<file path="config.mk">
export PLATFORM = sky130hd
export DESIGN_NAME = blkprot_mgr
export DESIGN_NICKNAME = d
export VERILOG_FILES = /design/src/rtl/blkprot_pkg.sv /design/src/rtl/blkprot_cell.sv /design/src/rtl/blkprot_opgate.sv /design/src/rtl/blkprot_rdport.sv /design/src/rtl/blkprot_mgr.sv
export SDC_FILE = /design/constraint.sdc
export NUM_CORES = 1
export LEC_CHECK = 0
export ABC_CLOCK_PERIOD_IN_PS = 4000
export BUFFER_PORTS_ARGS = -buffer_cell sky130_fd_sc_hd__buf_2
export CAP_MARGIN = 20
export CORE_UTILIZATION = 60
export CTS_CLUSTER_SIZE = 28
export DETAILED_ROUTE_END_ITERATION = 7
export PLACE_DENSITY = 0.77
export SETUP_SLACK_MARGIN = 0.5
export SLEW_MARGIN = 0
export SYNTH_ARGS = -nofsm -noshare
export SYNTH_HDL_FRONTEND = slang
export SYNTH_SLANG_ARGS = --single-unit
</file>
<file path="constraint.sdc">
create_clock -name clk -period 4 [get_ports clk]
set_input_delay 0.4 -clock clk [delete_from_list [all_inputs] [get_ports clk]]
set_output_delay 0.4 -clock clk [all_outputs]
set_load 0.005 [all_outputs]
</file>
<file path="src/rtl/blkprot_pkg.sv">
package blkprot_pkg;
  typedef enum logic [1:0] {
    ST_OPEN   = 2'b00,
    ST_LOCK   = 2'b01,
    ST_FROZEN = 2'b11
  } prot_state_t;

  typedef enum logic [1:0] {
    CMD_UNLOCK = 2'b00,
    CMD_LOCK   = 2'b01,
    CMD_RSVD   = 2'b10,
    CMD_LOCKDN = 2'b11
  } prot_cmd_t;

  // Next state of one block for a command, given the pin level.
  function automatic logic [1:0] next_state(input logic [1:0] cur,
                                            input logic [1:0] cmd,
                                            input logic wp_high);
    logic [1:0] nxt;
    nxt = cur;
    case (cmd)
      CMD_LOCKDN: nxt = ST_FROZEN;
      CMD_LOCK:   if (cur != ST_FROZEN || wp_high) nxt = ST_LOCK;
      CMD_UNLOCK: if (cur != ST_FROZEN || wp_high) nxt = ST_OPEN;
      default:    nxt = cur;
    endcase
    return nxt;
  endfunction
endpackage

</file>
<file path="src/rtl/blkprot_cell.sv">
module blkprot_cell
  import blkprot_pkg::*;
(
  input  logic       clk,
  input  logic       rst,
  input  logic       hit,
  input  logic [1:0] cmd,
  input  logic       wp_high,
  output logic [1:0] state
);
  always_ff @(posedge clk) begin
    if (rst)      state <= ST_LOCK;
    else if (hit) state <= next_state(state, cmd, wp_high);
  end
endmodule

</file>
<file path="src/rtl/blkprot_opgate.sv">
module blkprot_opgate
  import blkprot_pkg::*;
(
  input  logic       clk,
  input  logic       rst,
  input  logic       start,
  input  logic       finish,
  input  logic [1:0] tgt_state,
  input  logic       vpp_ok,
  output logic       grant,
  output logic       deny,
  output logic       run
);
  logic accept, allow;
  assign accept = start && !run;
  assign allow  = (tgt_state == ST_OPEN) && vpp_ok;

  always_ff @(posedge clk) begin
    if (rst) begin
      grant <= 1'b0;
      deny  <= 1'b0;
      run   <= 1'b0;
    end else begin
      grant <= accept && allow;
      deny  <= accept && !allow;
      if (run && finish)          run <= 1'b0;
      else if (accept && allow)   run <= 1'b1;
    end
  end
endmodule

</file>
<file path="src/rtl/blkprot_rdport.sv">
module blkprot_rdport #(
  parameter int NB    = 128,
  parameter int BLK_W = 7
) (
  input  logic                 clk,
  input  logic                 rst,
  input  logic                 rd_en,
  input  logic [BLK_W-1:0]     rd_blk,
  input  logic [NB-1:0][1:0]   states,
  output logic [1:0]           rd_state
);
  always_ff @(posedge clk) begin
    if (rst)        rd_state <= 2'b00;
    else if (rd_en) rd_state <= states[rd_blk];
  end
endmodule

</file>
<file path="src/rtl/blkprot_mgr.sv">
module blkprot_mgr #(
  parameter int NB    = 128,
  parameter int BLK_W = (NB > 1) ? $clog2(NB) : 1
) (
  input  logic             clk,
  input  logic             rst,
  input  logic             cmd_valid,
  input  logic [1:0]       cmd_code,
  input  logic [BLK_W-1:0] cmd_blk,
  input  logic             wp_pin,
  input  logic             rd_en,
  input  logic [BLK_W-1:0] rd_blk,
  output logic [1:0]       rd_state,
  input  logic             vpp_ok,
  input  logic             op_start,
  input  logic [BLK_W-1:0] op_blk,
  input  logic             op_end,
  output logic             op_grant,
  output logic             op_deny,
  output logic             op_run
);
  logic [NB-1:0][1:0] state_vec;
  logic [1:0]         op_tgt;

  for (genvar i = 0; i < NB; i++) begin : g_cell
    logic hit;
    assign hit = cmd_valid && (cmd_blk == BLK_W'(i));
    blkprot_cell u_cell (
      .clk(clk), .rst(rst), .hit(hit), .cmd(cmd_code),
      .wp_high(wp_pin), .state(state_vec[i])
    );
  end

  assign op_tgt = state_vec[op_blk];

  blkprot_opgate u_gate (
    .clk(clk), .rst(rst), .start(op_start), .finish(op_end),
    .tgt_state(op_tgt), .vpp_ok(vpp_ok),
    .grant(op_grant), .deny(op_deny), .run(op_run)
  );

  blkprot_rdport #(.NB(NB), .BLK_W(BLK_W)) u_rd (
    .clk(clk), .rst(rst), .rd_en(rd_en), .rd_blk(rd_blk),
    .states(state_vec), .rd_state(rd_state)
  );
endmodule

</file>
After elaboration in Yosys (flattened, before gate mapping):

Index checks and enable logic that the tools add are counted.

* output and inout bits: 5
* bits in registers: 261
* logic and storage cells: 1431
* input port bits: 31

* reduce and logical (&&, ||, !) cells: 396
* muxes and demuxes: 388
* magnitude comparators: 2
* equality and inequality tests: 513

Operator list (count)
* $pmux 2 s3: 128
* $mux 2: 258
* $ne 2x1->1 const B: 256
* $reduce_and 4->1: 128
* $eq 7x7->1 const B: 64
* $ne 2x2->1 const B: 128
* $eq 7x6->1 const B: 32
* $logic_and 1x1->1: 133
* $logic_or 1x1->1: 128
* $eq 7x5->1 const B: 16
* $eq 7x4->1 const B: 8
* $bmux 2 s7: 2
* $eq 7x3->1 const B: 4
* $lt 7x8->1 const B: 2
* $eq 7x2->1 const B: 2
* $eq 7x1->1 const B: 1
* $logic_not 7->1: 1
* $logic_not 2->1: 2
* $reduce_bool 3->1: 1
* $eq 2x1->1 const B: 1
* $eq 2x2->1 const B: 1
* $logic_not 1->1: 2
* $reduce_or 2->1: 1

Longest topological paths before layout:

Gate-level depths: netlist of run 1.

* word-level depth: 6
* depth in mapped cells: 10
* mapped depth without buffers: 7

Hierarchy:

A second synthesis of run 1 with hierarchy kept.

* cells, all modules: 2738
* area total of the unflattened synthesis: 26958.4 um2

By module, submodules not included
* blkprot_cell (g_cell[0].u_cell ...): seq. area each 40.0 um2, cells an instance 17, times used 127, area an instance 168.9 um2
* blkprot_mgr: seq. area each 0.0 um2, cells an instance 352, times used 1, area an instance 2896.5 um2
* blkprot_rdport: seq. area each 40.0 um2, cells an instance 208, times used 1, area an instance 2389.8 um2
* blkprot_opgate: seq. area each 60.1 um2, cells an instance 9, times used 1, area an instance 117.6 um2
* blkprot_cell (g_cell[23].u_cell): seq. area each 40.0 um2, cells an instance 10, times used 1, area an instance 102.6 um2

Least setup slack after synthesis of run 1:

Ideal clock, no wire load.

* path type: input -> register
* from: in rd_blk[0]
* to: reg u_rd.rd_state[1]
* buffers on the path: 3
* setup time: 116 ps
* setup slack: 1689 ps
* stages on the path: 8
* required time: 3884 ps
* arrival: 2195 ps
* cell sequence: buf_6 -> buf_2 -> buf_2 -> mux4_2 -> mux4_2 -> mux2i_1 -> a21oi_1 -> o211a_1

* word-level cells in the longest chain between the ends: 2

Ends and longest elaborated chain
* from (decl): RTL line blkprot_mgr.sv:12 `input logic [BLK_W-1:0] rd_blk,`
* $bmux 2 s7: RTL line blkprot_rdport.sv:14 `else if (rd_en) rd_state <= states[rd_blk];`
* $mux 2 (implied by the code): RTL line blkprot_rdport.sv:14
* to (signal assigned): RTL line blkprot_rdport.sv:14
* to (decl): RTL line blkprot_rdport.sv:10 `output logic [1:0] rd_state`

No other way between the ends. The select of a mux whose other input is x is not followed.
A chain may end at the register's enable or synchronous reset.

Worst setup path after layout of run 1:

* from: in op_blk[1]
* to: reg u_gate.run

* word-level cells in the longest chain between the ends: 5

Ends and longest elaborated chain
* from (decl): RTL line blkprot_mgr.sv:16 `input logic [BLK_W-1:0] op_blk,`
* $bmux 2 s7: RTL line blkprot_mgr.sv:34 `assign op_tgt = state_vec[op_blk];`
* $mux 2 (implied by the code): RTL line blkprot_mgr.sv:34
* $logic_not 2->1: RTL line blkprot_opgate.sv:16 `assign allow = (tgt_state == ST_OPEN) && vpp_ok;`
* $logic_and 1x1->1: RTL line blkprot_opgate.sv:16
* $logic_and 1x1->1: RTL line blkprot_opgate.sv:27 `else if (accept && allow) run <= 1'b1;`
* to (signal assigned): RTL line blkprot_opgate.sv:22 `run <= 1'b0;`
* to (signal assigned): RTL line blkprot_opgate.sv:26 `if (run && finish) run <= 1'b0;`
* to (signal assigned): RTL line blkprot_opgate.sv:27
* to (decl): RTL line blkprot_opgate.sv:12 `output logic run`

No other way between the ends. The select of a mux whose other input is x is not followed.

==> results of run 1 <==
[layout make-up]
cell class | count | share of cell area, %
clock buffer | 42 | 5.24
sequential | 261 | 32.0
clock inverter | 11 | 0.998
inverter | 35 | 0.806
antenna | 3 | 0.0460
timing repair buffer | 64 | 2.89
tap | 324 | 2.49
multi-input combinational | 1427 | 55.5
[per-stage QoR]
| stage | instance area, um^2 | hold WS (ns) | power (mW) | utilization (%) |
|---|---|---|---|---|
| after CTS | 16300 | 0.0449 | 5.98 | 66.6 |
| after global placement | 15300 | 0.463 | 3.16 | 62.4 |
| after detailed placement | 15300 | 0.470 | 3.17 | 62.4 |
| final | 16300 | 0.0534 | 5.99 | 66.6 |
| after floorplan | 15000 | 0.441 | 3.01 | - |
| after global routing | 16300 | 0.0590 | 6.13 | 66.6 |
[routing by layer]
layer / share of wire (%) / vias to the layer above / GRT usage (%)
li1: - / 6700 / -
met1: 38 / 7048 / 52.0
met2: 43 / 1033 / 57.3
met3: 13 / 202 / 9.09
met4: 5.9 / 0 / 19.9
met5: 0 / - / 0
[registers in the layout, summed over array words and instances, names as in the netlist]
register             count
u_gate.run               1
u_gate.grant             1
g_cell.u_cell.state    256
u_gate.deny              1
u_rd.rd_state            2
[power breakdown]
group / total [mW] / leakage (nW) / switching (mW) / internal [mW]
combinational: 0.510 / 2.99 / 0.368 / 0.142
clock: 2.86 / 0.493 / 1.13 / 1.73
sequential: 2.62 / 2.11 / 0.0108 / 2.61
[worst max path at each step]
stage,endpoint,cells past startpoint
global route,u_gate.run,8
detailed placement,u_gate.run,8
finish,u_gate.run,8
global placement,u_gate.run,8
CTS,u_gate.run,8
floorplan,u_rd.rd_state[1],8
[worst max-delay path, delay by kind of cell]
family,cells,cell delay [ns]
compound gates,6,1.68
buf+inv,1,0.65
simple gates,1,0.40
[cells by family (layout without fill, tap and decap cells)]
group	after synthesis	in the layout	synth area share, %
compound gates	458	458	22.6
flops	261	261	34.7
other cells	0	3	0
simple gates	880	880	24.1
buf+inv	184	152	5.27
mux	89	89	13.2
[layout by cell type, fill, tap and decap left out, types with 4 or more instances in the layout]
cell,count
sky130_fd_sc_hd__a211o_1,4
sky130_fd_sc_hd__a211oi_1,15
sky130_fd_sc_hd__a21boi_0,15
sky130_fd_sc_hd__a21o_1,26
sky130_fd_sc_hd__a21oi_1,80
sky130_fd_sc_hd__a221o_1,86
sky130_fd_sc_hd__a221oi_1,11
sky130_fd_sc_hd__a22oi_1,87
sky130_fd_sc_hd__a2bb2oi_1,25
sky130_fd_sc_hd__a31oi_1,34
sky130_fd_sc_hd__a32oi_1,7
sky130_fd_sc_hd__buf_12,5
sky130_fd_sc_hd__buf_2,31
sky130_fd_sc_hd__buf_4,27
sky130_fd_sc_hd__bufinv_16,4
sky130_fd_sc_hd__clkbuf_1,5
sky130_fd_sc_hd__clkbuf_16,29
sky130_fd_sc_hd__clkbuf_8,9
sky130_fd_sc_hd__clkinv_2,4
sky130_fd_sc_hd__dfxtp_1,261
sky130_fd_sc_hd__inv_1,34
sky130_fd_sc_hd__mux2i_1,4
sky130_fd_sc_hd__mux4_1,9
sky130_fd_sc_hd__mux4_2,75
sky130_fd_sc_hd__nand2_1,426
sky130_fd_sc_hd__nand2b_1,8
sky130_fd_sc_hd__nand3_1,25
sky130_fd_sc_hd__nand3b_1,7
sky130_fd_sc_hd__nor2_1,303
sky130_fd_sc_hd__nor2b_1,8
sky130_fd_sc_hd__nor3_1,56
sky130_fd_sc_hd__nor3b_1,13
sky130_fd_sc_hd__nor4_1,4
sky130_fd_sc_hd__o211ai_1,4
sky130_fd_sc_hd__o21ai_0,37
sky130_fd_sc_hd__o21bai_1,5
sky130_fd_sc_hd__or2_2,5
sky130_fd_sc_hd__or3b_2,6
==> impl_summary.txt, run 1 <==
----------------------------------------------------
[Synthesis]
  Post-Syn Area ... 15000 um^2
  Cells after synthesis ... 1872
  Library cells used by synthesis ... 64
  Most frequent cell after synthesis ... sky130_fd_sc_hd__nand2_1
  Async set or reset register ratio after synthesis ... 0%
  Flop and latch count out of synthesis ... 261
  Ranking of synthesized cells by instance count ... sky130_fd_sc_hd__nand2_1 (427), sky130_fd_sc_hd__nor2_1 (304), sky130_fd_sc_hd__dfxtp_1 (261)
  Average footprint of a synthesized cell ... 8.04 um^2
  Post-synth EDFFs ... 0
  Portion of the post-synthesis area used by sequential elements ... 34.7%
  Main synth FF type ... sky130_fd_sc_hd__dfxtp_1
  Nets in the synthesized netlist ... 1903
  Yosys top cell area share ... 34.7%
  Top area cells in the synthesized netlist ... sky130_fd_sc_hd__dfxtp_1 (35%), sky130_fd_sc_hd__mux4_2 (11%), sky130_fd_sc_hd__nand2_1 (11%)
  Count of yosys warnings during synthesis ... 0
  Cell type with the largest total area after synthesis ... sky130_fd_sc_hd__dfxtp_1

[GRT]
  First-pass GRT wire length ... 77.6 mm
  Number of global-route vias before repair ... 13.7k
  GRT Resource Usage Total ... 38.4%
  Antenna violations before repair ... 2
  Total overflow reported by the global router ... 0
  Largest net degree at the start of global routing ... 255

[Die]
  Placeable core region ... 24500 um^2
  I/O pin total ... 36
  Die Width ... 160 um
  Rows ... 57
  Die area ... 25700 um^2
  Die Y ... 160 um
  Initial core utilization ... 61.5%

[Placement]
  Placement-stage worst setup slack ... 0.835 ns
  Final Wtd Congestion ... 0.987
  Total placed cells including tap cells ... 2110
  IO Port Bufs ... 35
  Detailed-placement wirelength estimate ... 32.4 mm

[Timing]
  Count of final setup violators ... 0
  Highest Clock Rate ... 358 MHz
  Crit path setup slack, layout ... 1.21 ns
  Unrepaired setup endpoints after global routing ... false
  Min Tclk post-route ... 2.79 ns
  Final Cycle Share ... 69.7%
  Final Hold Vio Count ... 0
  Worst rel slew slack ... 21.9%
  Sum Neg Setup Slack ... 0 ns
  Post-Route Skew ... 0.00789 ns
  Actual transition at the worst max-transition pin ... 1.17 ns
  Count of final max-slew check failures ... 0

[Routing]
  Overall via count from detail_route ... 15.0k
  Wire length per cell after detailed routing ... 22.9 um
  Post-detailed-route count of antenna-violating nets ... 0
  Total detailed-routing wirelength ... 49.6 mm
  Pre-antenna DRT Iters ... 8
  Via-to-Cell Ratio ... 6.91
  DRC errors left ... 0
  Starting DRT DRC Count ... 2116

[Power]
  Cell Pwr Density ... 367 nW/um^2
  Leak ... 5.59 nW
  Peak ir drop on the vdd network ... 0.000330 V

[Min path]
  Classification of the worst-slack hold path ... primary input to flip-flop
  Worst hold path endpoint ... u_gate.run
  Worst hold stages ... 2
  Worst hold start ... op_end

[Final layout]
  Footprint of the flip-flops and latches ... 5230 um^2
  Filler-free cell count of the finished design ... 2167
  Number of filler instances in the final layout ... 2004
  Area growth from synthesis to layout ... 8.38%
  Combined area of the multi-input logic cells ... 9040 um^2
  Number of nets at the end of the flow ... 1849
  Ratio of cells with drive above 1 in the final layout ... 11.2%

[Worst setup path]
  Endpoint of the most critical register-to-register path ... u_gate.run
  Slack of the worst reg-to-reg path ... 1.55 ns
  Element type at the critical path start ... primary input
  Reg-to-reg critical path startpoint ... g_cell[8].u_cell.state[0]
  Series of cell instances along the critical path ... buf_2, nand2b_1, o311ai_0, a211oi_1, o41ai_1, a31o_2, a311oi_1, o32ai_1
  CP Launch Point ... op_blk[1]
  Worst EP arrival ... 3.18 ns
  Crit-path max FO ... 40
  Required time worst endpoint ... 4.39 ns
  FF-to-FF path depth ... 7
  Worst Setup Path Type ... primary input to flip-flop
  Slowest cell on the critical path ... sky130_fd_sc_hd__a311oi_1
  Worst setup EP type ... flip-flop
  Worst path max stage delay ... 0.66 ns

[Clocking]
  Count of hold-fix buffers inserted at cts ... 0
  Clock buffers created by TritonCTS ... 29
  CTS HTree Levels ... 1
  CTS max path bufs ... 3
  Post-CTS clock slew at the launch and capture registers of the worst setup and hold paths ... 0.06 ns
  Clock root buffer master ... sky130_fd_sc_hd__clkbuf_16
  Resize count post-CTS ... 0
  Number of buffers added for setup after CTS ... 0
  Clock tree from TritonCTS ... yes
  Insertion delay of the later-clocked pin in the worst-skew pair ... 0.56 ns
  Clk sink count ... 261

[Outcome]
  Result of the run ... completed

[Flow run]
  Max Cap Viol ... 0

----------------------------------------------------
No activity file was read; power rests on OpenSTA's default activity.
==> run 2: changes to the inputs <==
--- a/config.mk
+++ b/config.mk
@@ -5,7 +5,7 @@
 export SDC_FILE = /design/constraint.sdc
 export NUM_CORES = 1
 export LEC_CHECK = 0
-export ABC_CLOCK_PERIOD_IN_PS = 4000
+export ABC_CLOCK_PERIOD_IN_PS = 2700
 export BUFFER_PORTS_ARGS = -buffer_cell sky130_fd_sc_hd__buf_2
 export CAP_MARGIN = 20
 export CORE_UTILIZATION = 60
==> constraint.sdc (replaced) <==
create_clock -name clk -period 2.7 [get_ports clk]
set_input_delay 0.27 -clock clk [delete_from_list [all_inputs] [get_ports clk]]
set_output_delay 0.27 -clock clk [all_outputs]
set_load 0.005 [all_outputs]
==> run 2 against run 1 <==
Routed wire length rose by 1.2%. Clock skew rose by 0.0024 ns. Core utilization rose by 2.1 points. Total power rose by 48%. Clock power rose by 45%. Die area did not move. Register-to-register slack got worse by 1.1 ns. Combinational power rose by 62%. Largest power group unchanged.
==> impl_summary.txt, run 2 (same netlist as run 1, synthesis figures left out) <==
----------------------------------------------------
[Timing]
  Unrepaired setup endpoints after global routing ... true (was false)
  Final Cycle Share ... 81.9%
  Final Hold Vio Count ... 0 (unchanged)
  Post-Route Skew ... 0.0103 ns (was 0.00789 ns)
  Count of final setup violators ... 0 (unchanged)
  Worst rel slew slack ... 52.3% (was 21.9%)
  Sum Neg Setup Slack ... 0 ns (unchanged)
  Count of final max-slew check failures ... 0 (unchanged)
  Min Tclk post-route ... 2.21 ns
  Actual transition at the worst max-transition pin ... 0.716 ns (was 1.17 ns)
  Highest Clock Rate ... 452 MHz

[Routing]
  Pre-antenna DRT Iters ... 8 (unchanged)
  Post-detailed-route count of antenna-violating nets ... 0 (unchanged)
  Starting DRT DRC Count ... 2285 (was 2116)
  Via-to-Cell Ratio ... 6.92 (was 6.91)
  Overall via count from detail_route ... 15.3k (was 15.0k)
  DRC errors left ... 0 (unchanged)
  Wire length per cell after detailed routing ... 22.8 um (was 22.9 um)
  Total detailed-routing wirelength ... 50.2 mm (was 49.6 mm)

[Min path]
  Worst hold start ... rd_blk[5] (was op_end)
  Classification of the worst-slack hold path ... primary input to flip-flop (unchanged)

[Clocking]
  CTS max path bufs ... 3 (unchanged)
  Post-CTS clock slew at the launch and capture registers of the worst setup and hold paths ... 0.06 ns (about the same)
  Clock tree from TritonCTS ... yes (unchanged)
  Clock root buffer master ... sky130_fd_sc_hd__clkbuf_16 (unchanged)
  Insertion delay of the later-clocked pin in the worst-skew pair ... 0.56 ns (about the same)
  CTS HTree Levels ... 1 (unchanged)
  Clock buffers created by TritonCTS ... 28 (was 29)
  Clk sink count ... 261 (unchanged)

[Die]
  Rows ... 57 (unchanged)
  Initial core utilization ... 61.5% (unchanged)
  Die Y ... 160 um (unchanged)
  Die Width ... 160 um (unchanged)
  Placeable core region ... 24500 um^2 (unchanged)
  Die area ... 25700 um^2 (unchanged)
  I/O pin total ... 36 (unchanged)

[Final layout]
  Top flop regs ... g_cell.u_cell.state (256), u_rd.rd_state (2) (unchanged)
  Leading cell type in the layout, fill and taps excluded ... sky130_fd_sc_hd__nand2_1 (unchanged)
  Ratio of cells with drive above 1 in the final layout ... 14.6% (was 11.2%)
  Non-Filler Cell Area, Final ... 16800 um^2 (was 16300 um^2)
  Number of nets at the end of the flow ... 1891 (was 1849)
  Most flops, register ... g_cell.u_cell.state (unchanged)
  Area growth from synthesis to layout ... 11.8% (was 8.38%)
  Util after Layout ... 68.7% (was 66.6%)
  Filler-free cell count of the finished design ... 2205 (was 2167)
  Flip-flop count of the largest register, all copies and words added ... 256 (unchanged)
  Most used cells in the layout excluding fill and tap cells ... sky130_fd_sc_hd__nand2_1 (426), sky130_fd_sc_hd__nor2_1 (303), sky130_fd_sc_hd__dfxtp_1 (249) (was sky130_fd_sc_hd__nand2_1 (426), sky130_fd_sc_hd__nor2_1 (303), sky130_fd_sc_hd__dfxtp_1 (261))
  Number of filler instances in the final layout ... 1954 (was 2004)

[Placement]
  Total placed cells including tap cells ... 2149 (was 2110)
  Detailed-placement wirelength estimate ... 33.6 mm (was 32.4 mm)
  IO Port Bufs ... 35 (unchanged)
  Final Wtd Congestion ... 0.978 (was 0.987)
  DP Area ... 15700 um^2 (was 15300 um^2)

[Outcome]
  Result of the run ... completed (unchanged)

[Worst setup path]
  CP Launch Point ... g_cell[64].u_cell.state[0] (was op_blk[1])
  Crit-path max FO ... 4 (was 40)
  Worst setup EP type ... flip-flop (unchanged)
  Reg-to-reg critical path startpoint ... g_cell[64].u_cell.state[0] (was g_cell[8].u_cell.state[0])
  Worst EP arrival ... 2.66 ns (was 3.18 ns)
  Required time worst endpoint ... 3.15 ns (was 4.39 ns)
  Element type at the critical path start ... flip-flop (was primary input)
  Worst Setup Path Type ... flip-flop to flip-flop (was primary input to flip-flop)

[Power]
  Cell Pwr Density ... 527 nW/um^2 (was 367 nW/um^2)
  Leak ... 5.85 nW (was 5.59 nW)
  Total design power ... 8.87 mW (was 5.99 mW)
  Peak ir drop on the vdd network ... 0.000493 V (was 0.000330 V)

[GRT]
  Antenna violations before repair ... 0 (was 2)
  First-pass GRT wire length ... 78.0 mm (was 77.6 mm)
  Total overflow reported by the global router ... 0 (unchanged)
  GRT Resource Usage Total ... 38.5% (was 38.4%)
  Largest net degree at the start of global routing ... 107 (was 255)
  Number of global-route vias before repair ... 13.9k (was 13.7k)

[Flow run]
  Max Cap Viol ... 0 (unchanged)

----------------------------------------------------
-- run 2: cell types whose count changed in the layout (fill, tap and decap cells not counted), moves of 3 or more --
cell	delta
sky130_fd_sc_hd__clkbuf_1	-3
sky130_fd_sc_hd__dfxtp_1	-12
sky130_fd_sc_hd__buf_12	+9
sky130_fd_sc_hd__dfxtp_2	+12
sky130_fd_sc_hd__buf_4	+32
-- run 2: cell type report --
type                            count  area (um^2)  area share [%]
Multi-Input combinational cell   1427         9130            54.3
Sequential cell                   261         5240            31.2
Timing Repair Buffer              107          912            5.43
Clock buffer                       41          871            5.18
Tap cell                          324          405            2.41
Inverter                           35          131           0.781
Clock inverter                      8          118           0.700
Antenna cell                        2         5.00          0.0298
-- run 2: metal layers --
metal,track usage (%),vias up,share of wire [%]
met5,0,-,0
met4,20.8,0,5.6
met3,8.24,230,13
met2,57.8,1073,43
met1,52.0,7175,38
li1,-,6777,-
-- run 2: worst paths after layout --
| check | to | slack, ns | cells after the start |
|---|---|---|---|
| worst max-delay path | u_gate.deny | 0.49 | 8 |
| worst min-delay path | u_rd.rd_state[1] | 0.13 | 3 |
| worst max register to register | u_gate.deny | 0.49 | 8 |
| worst min register to register | g_cell[70].u_cell.state[0] | 0.49 | 2 |
-- run 2: worst max-delay path, cell delays in order (launching register included) --
cell and delay, ns:
sky130_fd_sc_hd__dfxtp_1 0.37, sky130_fd_sc_hd__nor4_2 0.34, sky130_fd_sc_hd__a221oi_1 0.13, sky130_fd_sc_hd__a2111oi_2 0.40, sky130_fd_sc_hd__nand4_1 0.24, sky130_fd_sc_hd__o22ai_2 0.23
sky130_fd_sc_hd__a311oi_2 0.06, sky130_fd_sc_hd__buf_4 0.18, sky130_fd_sc_hd__and3_1 0.15
-- run 2: where the power goes --
| group | switching [mW] | internal [mW] | total (mW) |
|---|---|---|---|
| clock | 1.66 | 2.50 | 4.16 |
| combinational | 0.566 | 0.262 | 0.827 |
| sequential | 0.0169 | 3.86 | 3.88 |
-- run 2: what timing repair did --
action,4_1_cts,5_1_grt
pin swaps,4,10
endpoints found under the setup margin,5,5
hold buffers,2,0
hold endpoints to repair,3,0
gates resized for setup,9,25
setup buffers,3,0
-- run 2: stage by stage --
| stage | setup slack (ns) | hold WS (ns) |
|---|---|---|
| floorplan | 0.519 | 0.387 |
| global placement | 0.0485 | 0.462 |
| detailed placement | 0.141 | 0.470 |
| CTS | 0.492 | 0.0971 |
| global route | 0.471 | 0.145 |
| finish | 0.490 | 0.126 |
